===== src/rtl/gpio_dirgate_pkg.sv =====
package gpio_dirgate_pkg;

    localparam int OFS_LEVEL = 'h00;
    localparam int OFS_DIR   = 'h04;
    localparam int OFS_SET   = 'h08;
    localparam int OFS_CLR   = 'h0C;
    localparam int OFS_RISE  = 'h10;
    localparam int OFS_FALL  = 'h14;
    localparam int OFS_EDGE  = 'h18;
    localparam int OFS_FUNC  = 'h20;

    typedef enum logic [3:0] {
        OP_RD_LVL,
        OP_RD_DIR,
        OP_RD_FUNC,
        OP_WR_DIR,
        OP_WR_SET,
        OP_WR_CLR,
        OP_WR_STUB,
        OP_WR_FUNC,
        OP_BAD
    } op_e;

    typedef enum logic {
        ST_IDLE,
        ST_RESP
    } state_e;

endpackage


===== src/rtl/gpio_dirgate_decode.sv =====
module gpio_dirgate_decode
    import gpio_dirgate_pkg::*;
#(
    parameter int ADDR_W = 8
) (
    input  logic              we_i,
    input  logic [ADDR_W-1:0] addr_i,
    output op_e               op_o
);

    always_comb begin
        op_o = OP_BAD;
        case (addr_i)
            ADDR_W'(OFS_LEVEL): op_o = we_i ? OP_BAD     : OP_RD_LVL;
            ADDR_W'(OFS_DIR):   op_o = we_i ? OP_WR_DIR  : OP_RD_DIR;
            ADDR_W'(OFS_SET):   op_o = we_i ? OP_WR_SET  : OP_BAD;
            ADDR_W'(OFS_CLR):   op_o = we_i ? OP_WR_CLR  : OP_BAD;
            ADDR_W'(OFS_RISE),
            ADDR_W'(OFS_FALL),
            ADDR_W'(OFS_EDGE):  op_o = we_i ? OP_WR_STUB : OP_BAD;
            ADDR_W'(OFS_FUNC):  op_o = we_i ? OP_WR_FUNC : OP_RD_FUNC;
            default:            op_o = OP_BAD;
        endcase
    end

endmodule


===== src/rtl/gpio_dirgate_regs.sv =====
module gpio_dirgate_regs
    import gpio_dirgate_pkg::*;
#(
    parameter int DATA_W = 32
) (
    input  logic              clk,
    input  logic              rst_n,
    input  logic              apply_i,
    input  op_e               op_i,
    input  logic [DATA_W-1:0] wdata_i,
    output logic [DATA_W-1:0] level_o,
    output logic [DATA_W-1:0] dir_o,
    output logic [DATA_W-1:0] func_o,
    output logic              reject_o
);

    logic [DATA_W-1:0] level_q, dir_q, func_q;
    logic              is_gated, overlap;

    assign is_gated = (op_i == OP_WR_SET) || (op_i == OP_WR_CLR);
    assign overlap  = |(wdata_i & dir_q);
    assign reject_o = is_gated && !overlap;

    always_ff @(posedge clk or negedge rst_n) begin
        if (!rst_n) begin
            level_q <= '0;
            dir_q   <= '0;
            func_q  <= '0;
        end else if (apply_i) begin
            case (op_i)
                OP_WR_DIR:  dir_q  <= wdata_i;
                OP_WR_FUNC: func_q <= wdata_i;
                OP_WR_SET:  if (overlap) level_q <= level_q | wdata_i;
                OP_WR_CLR:  if (overlap) level_q <= level_q & ~wdata_i;
                default: ;
            endcase
        end
    end

    assign level_o = level_q;
    assign dir_o   = dir_q;
    assign func_o  = func_q;

    // a refused set/clear keeps the level register
    a_r6_reject_holds: assert property (@(posedge clk) disable iff (!rst_n)
        (apply_i && reject_o) |=> $stable(level_q));

    // accepted set leaves every written bit high
    a_r4_set_bits_high: assert property (@(posedge clk) disable iff (!rst_n)
        (apply_i && op_i == OP_WR_SET && !reject_o) |=> ((level_q & $past(wdata_i)) == $past(wdata_i)));

    // accepted clear leaves every written bit low
    a_r5_clr_bits_low: assert property (@(posedge clk) disable iff (!rst_n)
        (apply_i && op_i == OP_WR_CLR && !reject_o) |=> ((level_q & $past(wdata_i)) == '0));

    // edge-detect stubs change nothing
    a_r7_stub_no_change: assert property (@(posedge clk) disable iff (!rst_n)
        (apply_i && op_i == OP_WR_STUB) |=> ($stable(level_q) && $stable(dir_q) && $stable(func_q)));

endmodule


===== src/rtl/gpio_dirgate_fsm.sv =====
module gpio_dirgate_fsm
    import gpio_dirgate_pkg::*;
#(
    parameter int DATA_W = 32
) (
    input  logic              clk,
    input  logic              rst_n,
    input  logic              req_i,
    input  op_e               op_i,
    input  logic              reject_i,
    input  logic [DATA_W-1:0] level_i,
    input  logic [DATA_W-1:0] dir_i,
    input  logic [DATA_W-1:0] func_i,
    output logic              accept_o,
    output logic              ready_o,
    output logic              resp_valid_o,
    output logic [DATA_W-1:0] rdata_o,
    output logic              err_o
);

    state_e            state_q, state_d;
    logic [DATA_W-1:0] rdata_q, rd_mux;
    logic              err_q, err_now;

    assign ready_o  = (state_q == ST_IDLE);
    assign accept_o = req_i && ready_o;

    always_comb begin
        state_d = state_q;
        unique case (state_q)
            ST_IDLE: if (req_i) state_d = ST_RESP;
            ST_RESP: state_d = ST_IDLE;
        endcase
    end

    always_ff @(posedge clk or negedge rst_n) begin
        if (!rst_n) state_q <= ST_IDLE;
        else        state_q <= state_d;
    end

    always_comb begin
        case (op_i)
            OP_RD_LVL:  rd_mux = level_i;
            OP_RD_DIR:  rd_mux = dir_i;
            OP_RD_FUNC: rd_mux = func_i;
            default:    rd_mux = '0;
        endcase
    end

    assign err_now = (op_i == OP_BAD) || reject_i;

    always_ff @(posedge clk or negedge rst_n) begin
        if (!rst_n) begin
            rdata_q <= '0;
            err_q   <= 1'b0;
        end else if (accept_o) begin
            rdata_q <= rd_mux;
            err_q   <= err_now;
        end
    end

    assign resp_valid_o = (state_q == ST_RESP);
    assign rdata_o      = resp_valid_o ? rdata_q : '0;
    assign err_o        = resp_valid_o && err_q;

    // response in the cycle after acceptance
    a_r2_resp_next: assert property (@(posedge clk) disable iff (!rst_n)
        accept_o |=> resp_valid_o);

    // response lasts one cycle
    a_r2_single_pulse: assert property (@(posedge clk) disable iff (!rst_n)
        resp_valid_o |=> !resp_valid_o);

    // refused access carries no data
    a_r8_err_zero_data: assert property (@(posedge clk) disable iff (!rst_n)
        err_o |-> (rdata_o == '0));

endmodule


===== src/rtl/gpio_dirgate.sv =====
module gpio_dirgate
    import gpio_dirgate_pkg::*;
#(
    parameter int DATA_W  = 32,
    parameter int ADDR_W  = 8,
    parameter int NUM_IRQ = 9
) (
    input  logic               clk,
    input  logic               rst_n,
    input  logic               req_i,
    input  logic               we_i,
    input  logic [ADDR_W-1:0]  addr_i,
    input  logic [DATA_W-1:0]  wdata_i,
    output logic               ready_o,
    output logic               resp_valid_o,
    output logic [DATA_W-1:0]  rdata_o,
    output logic               err_o,
    output logic [DATA_W-1:0]  pin_lvl_o,
    output logic [DATA_W-1:0]  pin_oe_o,
    output logic [NUM_IRQ-1:0] irq_o
);

    op_e               op;
    logic              accept, reject;
    logic [DATA_W-1:0] level, dir, func;

    gpio_dirgate_decode #(.ADDR_W(ADDR_W)) u_decode (
        .we_i   (we_i),
        .addr_i (addr_i),
        .op_o   (op)
    );

    gpio_dirgate_regs #(.DATA_W(DATA_W)) u_regs (
        .clk      (clk),
        .rst_n    (rst_n),
        .apply_i  (accept),
        .op_i     (op),
        .wdata_i  (wdata_i),
        .level_o  (level),
        .dir_o    (dir),
        .func_o   (func),
        .reject_o (reject)
    );

    gpio_dirgate_fsm #(.DATA_W(DATA_W)) u_fsm (
        .clk          (clk),
        .rst_n        (rst_n),
        .req_i        (req_i),
        .op_i         (op),
        .reject_i     (reject),
        .level_i      (level),
        .dir_i        (dir),
        .func_i       (func),
        .accept_o     (accept),
        .ready_o      (ready_o),
        .resp_valid_o (resp_valid_o),
        .rdata_o      (rdata_o),
        .err_o        (err_o)
    );

    assign pin_lvl_o = level;
    assign pin_oe_o  = dir;
    assign irq_o     = '0;

endmodule


===== config.mk =====
export PLATFORM = sky130hd
export DESIGN_NAME = gpio_dirgate
export DESIGN_NICKNAME = d
export VERILOG_FILES = /design/src/rtl/gpio_dirgate_pkg.sv /design/src/rtl/gpio_dirgate_decode.sv /design/src/rtl/gpio_dirgate_regs.sv /design/src/rtl/gpio_dirgate_fsm.sv /design/src/rtl/gpio_dirgate.sv
export SDC_FILE = /design/constraint.sdc
export NUM_CORES = 1
export LEC_CHECK = 0
export BUFFER_PORTS_ARGS = -buffer_cell sky130_fd_sc_hd__clkbuf_2
export CORE_MARGIN = 2
export CORE_UTILIZATION = 54
export DETAILED_ROUTE_END_ITERATION = 8
export PLACE_DENSITY = 0.79
export SYNTH_ARGS = -nofsm -noshare
export SYNTH_HDL_FRONTEND = slang
export SYNTH_SLANG_ARGS = --single-unit
export TNS_END_PERCENT = 1

===== constraint.sdc =====
create_clock -name clk -period 2.5 [get_ports clk]
set_clock_uncertainty 0.2 [all_clocks]
set_input_delay 0.625 -clock clk [delete_from_list [all_inputs] [get_ports clk]]
set_output_delay 0.625 -clock clk [all_outputs]
set_load 0.05 [all_outputs]

==> impl_metrics.py, run 1 <==
metrics = {
    "clocking": {
        "cts_tree": "yes",
        "clk_pin_slew_worst_paths_ns": 0.06,
        "cts-root-buf": "clkbuf_16",
        "clockBufferDepth": 2,
        "insertion_delay_ns": 0.43,
        "htreeDepth": 4,
        "clock-sinks": 130,
        "postCtsSetupRepairBufs": 0,
        "cts_buffers": 17,
    },
    "finish": {
        "stdcell_count": 886,
        "drive_gt1_frac": 0.429,
        "final_util": 0.694,
        "syn_to_final_growth_pct": 25.6,
        "fin_nets": 770,
        "antenna_cells": 0,
    },
    "min_path": {
        "min_to": "u_regs.func_o[7]",
        "hold_start": "wdata_i[7]",
        "min_path_type": "in2reg",
        "min_path_cells": 2,
    },
    "drt": {
        "drcViolationCount": 0,
        "dr.pass1.iters": 6,
        "routed_wl_um": 20300,
        "num_vias": 5816,
        "drtIter0Drc": 714,
        "wire_per_inst_um": 22.9,
        "avgViaCountPerCell": 6.56,
        "ant_nets": 0,
    },
    "worst_setup_path": {
        "rrSetupSlack_ns": 0.13,
        "end_kind": "output pin",
        "required_ns": 1.67,
        "crit_type": "reg2out",
        "slowest_stage": "dfrtp_1",
        "critPathLaunchType": "flip-flop",
        "ff2ff_path_depth": 7,
        "max_stage_delay_ns": 0.36,
        "worstPathCellList": "buf_4 > and2_1 > clkbuf_2",
        "crit_fanout": 35,
        "arrival_ns": 1.61,
        "r2r-start": "u_fsm.resp_valid_o",
    },
    "synth": {
        "ys_types": 42,
        "synthCells": 573,
        "avgSynthCellArea_um2": 11.6,
        "seq_area_frac_synth": 0.490,
        "synthAdderAreaFrac": 0,
        "synth.top_cell.area_share": 0.490,
        "synth-xor-area-share": 0.00132,
        "ys_ff_latch": 130,
        "yosysMostFrequentCell": "dfrtp_1",
        "synth_compound_area_frac": 0.163,
        "synthMuxAreaShare": 0.186,
        "ys.flop_type": "dfrtp_1",
        "ys_warn_count": 0,
        "async_reset_ff_frac": 1.00,
        "synth.largest_area_cell": "dfrtp_1",
        "syn_area_um2": 6640,
        "synthSimpleGateAreaFrac": 0.111,
        "synth_area_leaders": "dfrtp_1 (49%), mux2_4 (9.0%), mux2_2 (8.5%)",
        "synth_top_family_by_area": "multiplexers",
        "ys_top_cells_by_count": "dfrtp_1 (130), a21oi_1 (63), mux2_2 (50), a22oi_1 (46)",
        "synth_edf_count": 0,
    },
    "power_and_ir_drop": {
        "power.internal_w": 0.00380,
        "power.share.sequential": 0.425,
        "power_switching_w": 0.00116,
        "combPwrFrac": 0.055,
        "power_density_nw_per_um2": 595,
        "cellLeakagePower_nw": 3.96,
        "ir_drop_uv": 382,
        "p_sw_frac": 0.235,
        "pwr-share-clk": 0.520,
    },
    "sta": {
        "tns_ns": 0,
        "rsz0062_at_grt": "no",
        "max_freq_ghz": 0.411,
        "period_needed_ns": 2.43,
        "setup_ws_ns": 0.0685,
        "min_period_over_period": 0.973,
        "finalMaxSlewViolations": 0,
        "finalSetupViolations": 0,
        "worst_pin_slew_ns": 0.542,
        "finalHoldViolCount": 0,
        "relSlewSlack": 0.635,
    },
    "placed_design": {
        "placed_cells": 853,
        "gp_congestion": 0.853,
        "dp_hpwl_um": 13200,
        "pre_cts_ws_ns": -0.414,
        "port_buffers": 142,
    },
    "floorplanning": {
        "die_area_um2": 13200,
        "io_pins": 152,
        "rows": 40,
        "die_y_um": 115,
        "coreArea_um2": 12000,
        "start_util": 0.553,
        "die_w_um": 115,
    },
    "grt": {
        "grt_usage": 0.312,
        "grt_pass1_wl_um": 31500,
        "grt_start_max_net_pins": 48,
        "grt_pass1_vias": 5847,
        "antenna_found_initial": 0,
        "grt_overflow_total": 0,
    },
    "job": {
        "cap_violations": 0,
    },
    "run_status": {
        "status": "complete, no violations",
    },
}
[routing by layer]
layer / routed length, um / vias up / GRT usage
li1: - / 2433 / -
met1: 7760 / 2884 / 0.386
met2: 9960 / 414 / 0.509
met3: 1890 / 85 / 0.0891
met4: 660 / 0 / 0.145
met5: 0 / - / 0
[metrics by stage]
stage | total power, W | hold slack [ns] | instance area [um2]
floorplan | 0.00226 | 0.129 | 6670
global placement | 0.00240 | 0.267 | 7710
detailed placement | 0.00241 | 0.280 | 7710
CTS | 0.00497 | 0.281 | 8330
global route | 0.00508 | 0.293 | 8330
finish | 0.00496 | 0.290 | 8330
[cell usage in the layout (no fill, tap or decap), types with 3 or more instances in the layout]
master,n
dfrtp_1,130
mux2_2,50
clkbuf_16,17
a31oi_1,3
a221o_1,32
a21oi_1,63
a22oi_1,46
clkinvlp_4,4
nor2_2,3
nand4_1,4
and2_1,33
mux2_1,6
mux2_4,40
nor2_1,4
buf_4,32
bufinv_16,3
buf_12,10
nand3_1,33
clkbuf_2,141
nand2_1,40
conb_1,9
[worst max-delay path, delay by kind of cell, from the launching register on]
| family | cells | cell delay [ns] |
|---|---|---|
| buf+inv | 2 | 0.61 |
| simple gates | 1 | 0.20 |
| flops | 1 | 0.36 |
[worst max path at each step]
stage / endpoint / start / slack, ns
after floorplan: u_regs.dir_o[10] / addr_i[2] / -0.20
after global placement: u_regs.dir_o[31] / addr_i[1] / -0.39
after detailed placement: u_regs.dir_o[31] / addr_i[1] / -0.41
after CTS: u_regs.dir_o[31] / addr_i[1] / 0.005
after global routing: rdata_o[15] / u_fsm.resp_valid_o / 0.01
final: rdata_o[11] / u_fsm.resp_valid_o / 0.07
[layout make-up]
type	instances	area, um2
Fill cell	832	3680
Sequential cell	130	3250
Multi-Input combinational cell	391	3120
Timing Repair Buffer	184	1160
Clock buffer	20	457
Tap cell	147	184
Clock inverter	12	156
Inverter	2	7.51
[power groups by stage]
stage	clock [W]	combinational, W	sequential, W
after global routing	0.00269	0.000288	0.00211
after detailed placement	0	0.000263	0.00215
final	0.00258	0.000271	0.00211
after global placement	0	0.000256	0.00215
after CTS	0.00259	0.000268	0.00211
after floorplan	0	0.000110	0.00215
[what timing repair did]
| action | CTS | global route |
|---|---|---|
| hold buffers | 1 | 0 |
| hold endpoints to repair | 25 | 0 |
| endpoints found under the setup margin | 0 | 34 |
| gates resized for setup | 0 | 1 |
[kinds of logic after synthesis]
family | after synthesis
XOR/XNOR | 1
other | 1
AO/OA/AOI/OAI | 151
AND/OR/NAND/NOR | 134
flip-flops | 130
buffers and inverters | 60
multiplexers | 96
Power figures use the tool's default switching activity.
==> run 2: changes to the inputs <==
--- a/config.mk
+++ b/config.mk
@@ -7,9 +7,9 @@
 export LEC_CHECK = 0
 export BUFFER_PORTS_ARGS = -buffer_cell sky130_fd_sc_hd__clkbuf_2
 export CORE_MARGIN = 2
-export CORE_UTILIZATION = 54
+export CORE_UTILIZATION = 59
 export DETAILED_ROUTE_END_ITERATION = 8
-export PLACE_DENSITY = 0.79
+export PLACE_DENSITY = 0.85
 export SYNTH_ARGS = -nofsm -noshare
 export SYNTH_HDL_FRONTEND = slang
 export SYNTH_SLANG_ARGS = --single-unit
==> constraint.sdc (replaced) <==
create_clock -name clk -period 3 [get_ports clk]
set_clock_uncertainty 0.2 [all_clocks]
set_input_delay 0.75 -clock clk [delete_from_list [all_inputs] [get_ports clk]]
set_output_delay 0.75 -clock clk [all_outputs]
set_load 0.05 [all_outputs]
==> run 2 against run 1 <==
Effect of this change: first-iteration DRC count is 0.56% higher; count of clock-buffer cells in the layout is 1 higher; hold slack worse by 0.28 ns; sequential power is 17% lower; largest cell class unchanged; largest power group unchanged; highest routed layer unchanged.
==> impl_metrics.py, run 2 (synthesized netlist as in run 1, its figures left out) <==
metrics = {
    "drt": {
        "avgViaCountPerCell": 6.72,
        "drcViolationCount": 0,
        "wire_per_inst_um": 23.4,
        "dr.pass1.iters": 6,
        "ant_nets": 0,
        "drtIter0Drc": 718,
        "num_vias": 5862,
        "routed_wl_um": 20400,
    },
    "power_and_ir_drop": {
        "cellLeakagePower_nw": 3.93,
        "power_density_nw_per_um2": 509,
        "ir_drop_uv": 286,
    },
    "finish": {
        "drive_gt1_frac": 0.423,
        "antenna_cells": 0,
        "final_cell_mix": "clkbuf_2 (141), dfrtp_1 (130), a21oi_1 (63), mux2_2 (50), a22oi_1 (46)",
        "syn_to_final_growth_pct": 24.5,
        "layout_commonest_cell": "clkbuf_2",
        "design_area_um2": 8260,
        "fin_nets": 763,
        "num-fill-cells": 653,
    },
    "grt": {
        "grt_usage": 0.350,
        "grt_start_max_net_pins": 66,
        "grt_overflow_total": 0,
        "grt_pass1_wl_um": 31800,
        "antenna_found_initial": 0,
        "grt_pass1_vias": 5877,
    },
    "clocking": {
        "hold_buffers": 0,
        "clockBufferDepth": 2,
        "cts_tree": "yes",
        "cts-root-buf": "clkbuf_8",
        "clock-sinks": 130,
        "htreeDepth": 4,
        "clk_pin_slew_worst_paths_ns": 0.06,
        "ctsResizeCount": 0,
        "insertion_delay_ns": 0.52,
        "cts_buffers": 17,
        "postCtsSetupRepairBufs": 0,
    },
    "floorplanning": {
        "start_util": 0.610,
        "die_w_um": 110,
        "die_area_um2": 12100,
        "rows": 38,
        "io_pins": 152,
        "coreArea_um2": 10900,
        "die_y_um": 110,
    },
    "sta": {
        "finalHoldViolCount": 0,
        "period_needed_ns": 2.73,
        "max_freq_ghz": 0.366,
        "tns_ns": 0,
        "worst_pin_slew_ns": 0.536,
        "finalMaxSlewViolations": 0,
        "relSlewSlack": 0.643,
        "rsz0062_at_grt": "no",
        "setup_ws_ns": 0.267,
        "min_period_over_period": 0.911,
        "finalSetupViolations": 0,
    },
    "worst_setup_path": {
        "crit_fanout": 21,
        "required_ns": 2.05,
        "crit_path_frequent_cell": "buf_4",
        "rrSetupSlack_ns": 0.47,
        "crit_buf_inv": 3,
        "end_kind": "output pin",
        "critPathLaunchType": "flip-flop",
        "crit_type": "reg2out",
        "arrival_ns": 1.78,
        "ff2ff_path_depth": 8,
        "cp_top_family": "buffers and inverters",
        "r2r-start": "u_fsm.resp_valid_o",
        "worstPathCellList": "buf_4 > buf_4 > and2_1 > clkbuf_2",
        "slowest_stage": "dfrtp_1",
        "max_stage_delay_ns": 0.34,
    },
    "placed_design": {
        "dpl_cell_area_um2": 7630,
        "pre_cts_ws_ns": -0.0342,
        "gp_congestion": 0.832,
        "port_buffers": 142,
        "dp_hpwl_um": 12700,
    },
    "job": {
        "cap_violations": 0,
    },
    "min_path": {
        "min_path_type": "in2async",
    },
    "run_status": {
        "status": "complete, no violations",
    },
}
-- run 2: worst max path at each step --
stage	start	endpoint	slack [ns]	cells after the start
final	u_fsm.resp_valid_o	rdata_o[11]	0.27	4
after global routing	u_fsm.resp_valid_o	rdata_o[1]	0.18	4
after CTS	u_fsm.resp_valid_o	rdata_o[1]	0.26	4
after detailed placement	addr_i[1]	u_regs.dir_o[31]	-0.03	6
after global placement	addr_i[1]	u_regs.dir_o[31]	-0.01	6
after floorplan	addr_i[2]	u_regs.dir_o[10]	0.11	6
-- run 2: metrics by stage --
stage	std cells	util	hold WS, ns	power (W)
global route	872	0.759	0.0377	0.00429
floorplan	581	-	0.254	0.00188
finish	872	0.759	0.00876	0.00421
global placement	840	0.701	0.268	0.00199
CTS	872	0.759	0.00972	0.00421
detailed placement	840	0.701	0.276	0.00200
-- run 2: per-layer routing --
metal / track usage / vias up / wire, um
li1: - / 2408 / -
met1: 0.442 / 2873 / 7630
met2: 0.560 / 483 / 9880
met3: 0.0870 / 98 / 2050
met4: 0.180 / 0 / 848
met5: 0 / - / 0
-- run 2: power by group --
part	total, W	internal, W	switching, W
combinational	0.000219	0.0000517	0.000168
clock	0.00223	0.00142	0.000806
sequential	0.00176	0.00176	0.000000997
-- run 2: worst register-to-register path, stage by stage (launching register included) --
cell,delay (ns)
dfrtp_1,0.38
buf_4,0.19
nand2b_1,0.18
buf_4,0.27
clkinv_1,0.14
buf_4,0.33
nand3_1,0.14
a21oi_1,0.23
mux2_2,0.36
-- run 2: layout make-up --
| class | count | area [um2] | share of cell area |
|---|---|---|---|
| Sequential cell | 130 | 3250 | 0.394 |
| Multi-Input combinational cell | 391 | 3120 | 0.377 |
| Timing Repair Buffer | 177 | 1080 | 0.130 |
| Clock buffer | 21 | 459 | 0.0556 |
| Clock inverter | 11 | 175 | 0.0212 |
| Tap cell | 140 | 175 | 0.0212 |
| Inverter | 2 | 7.51 | 0.000909 |
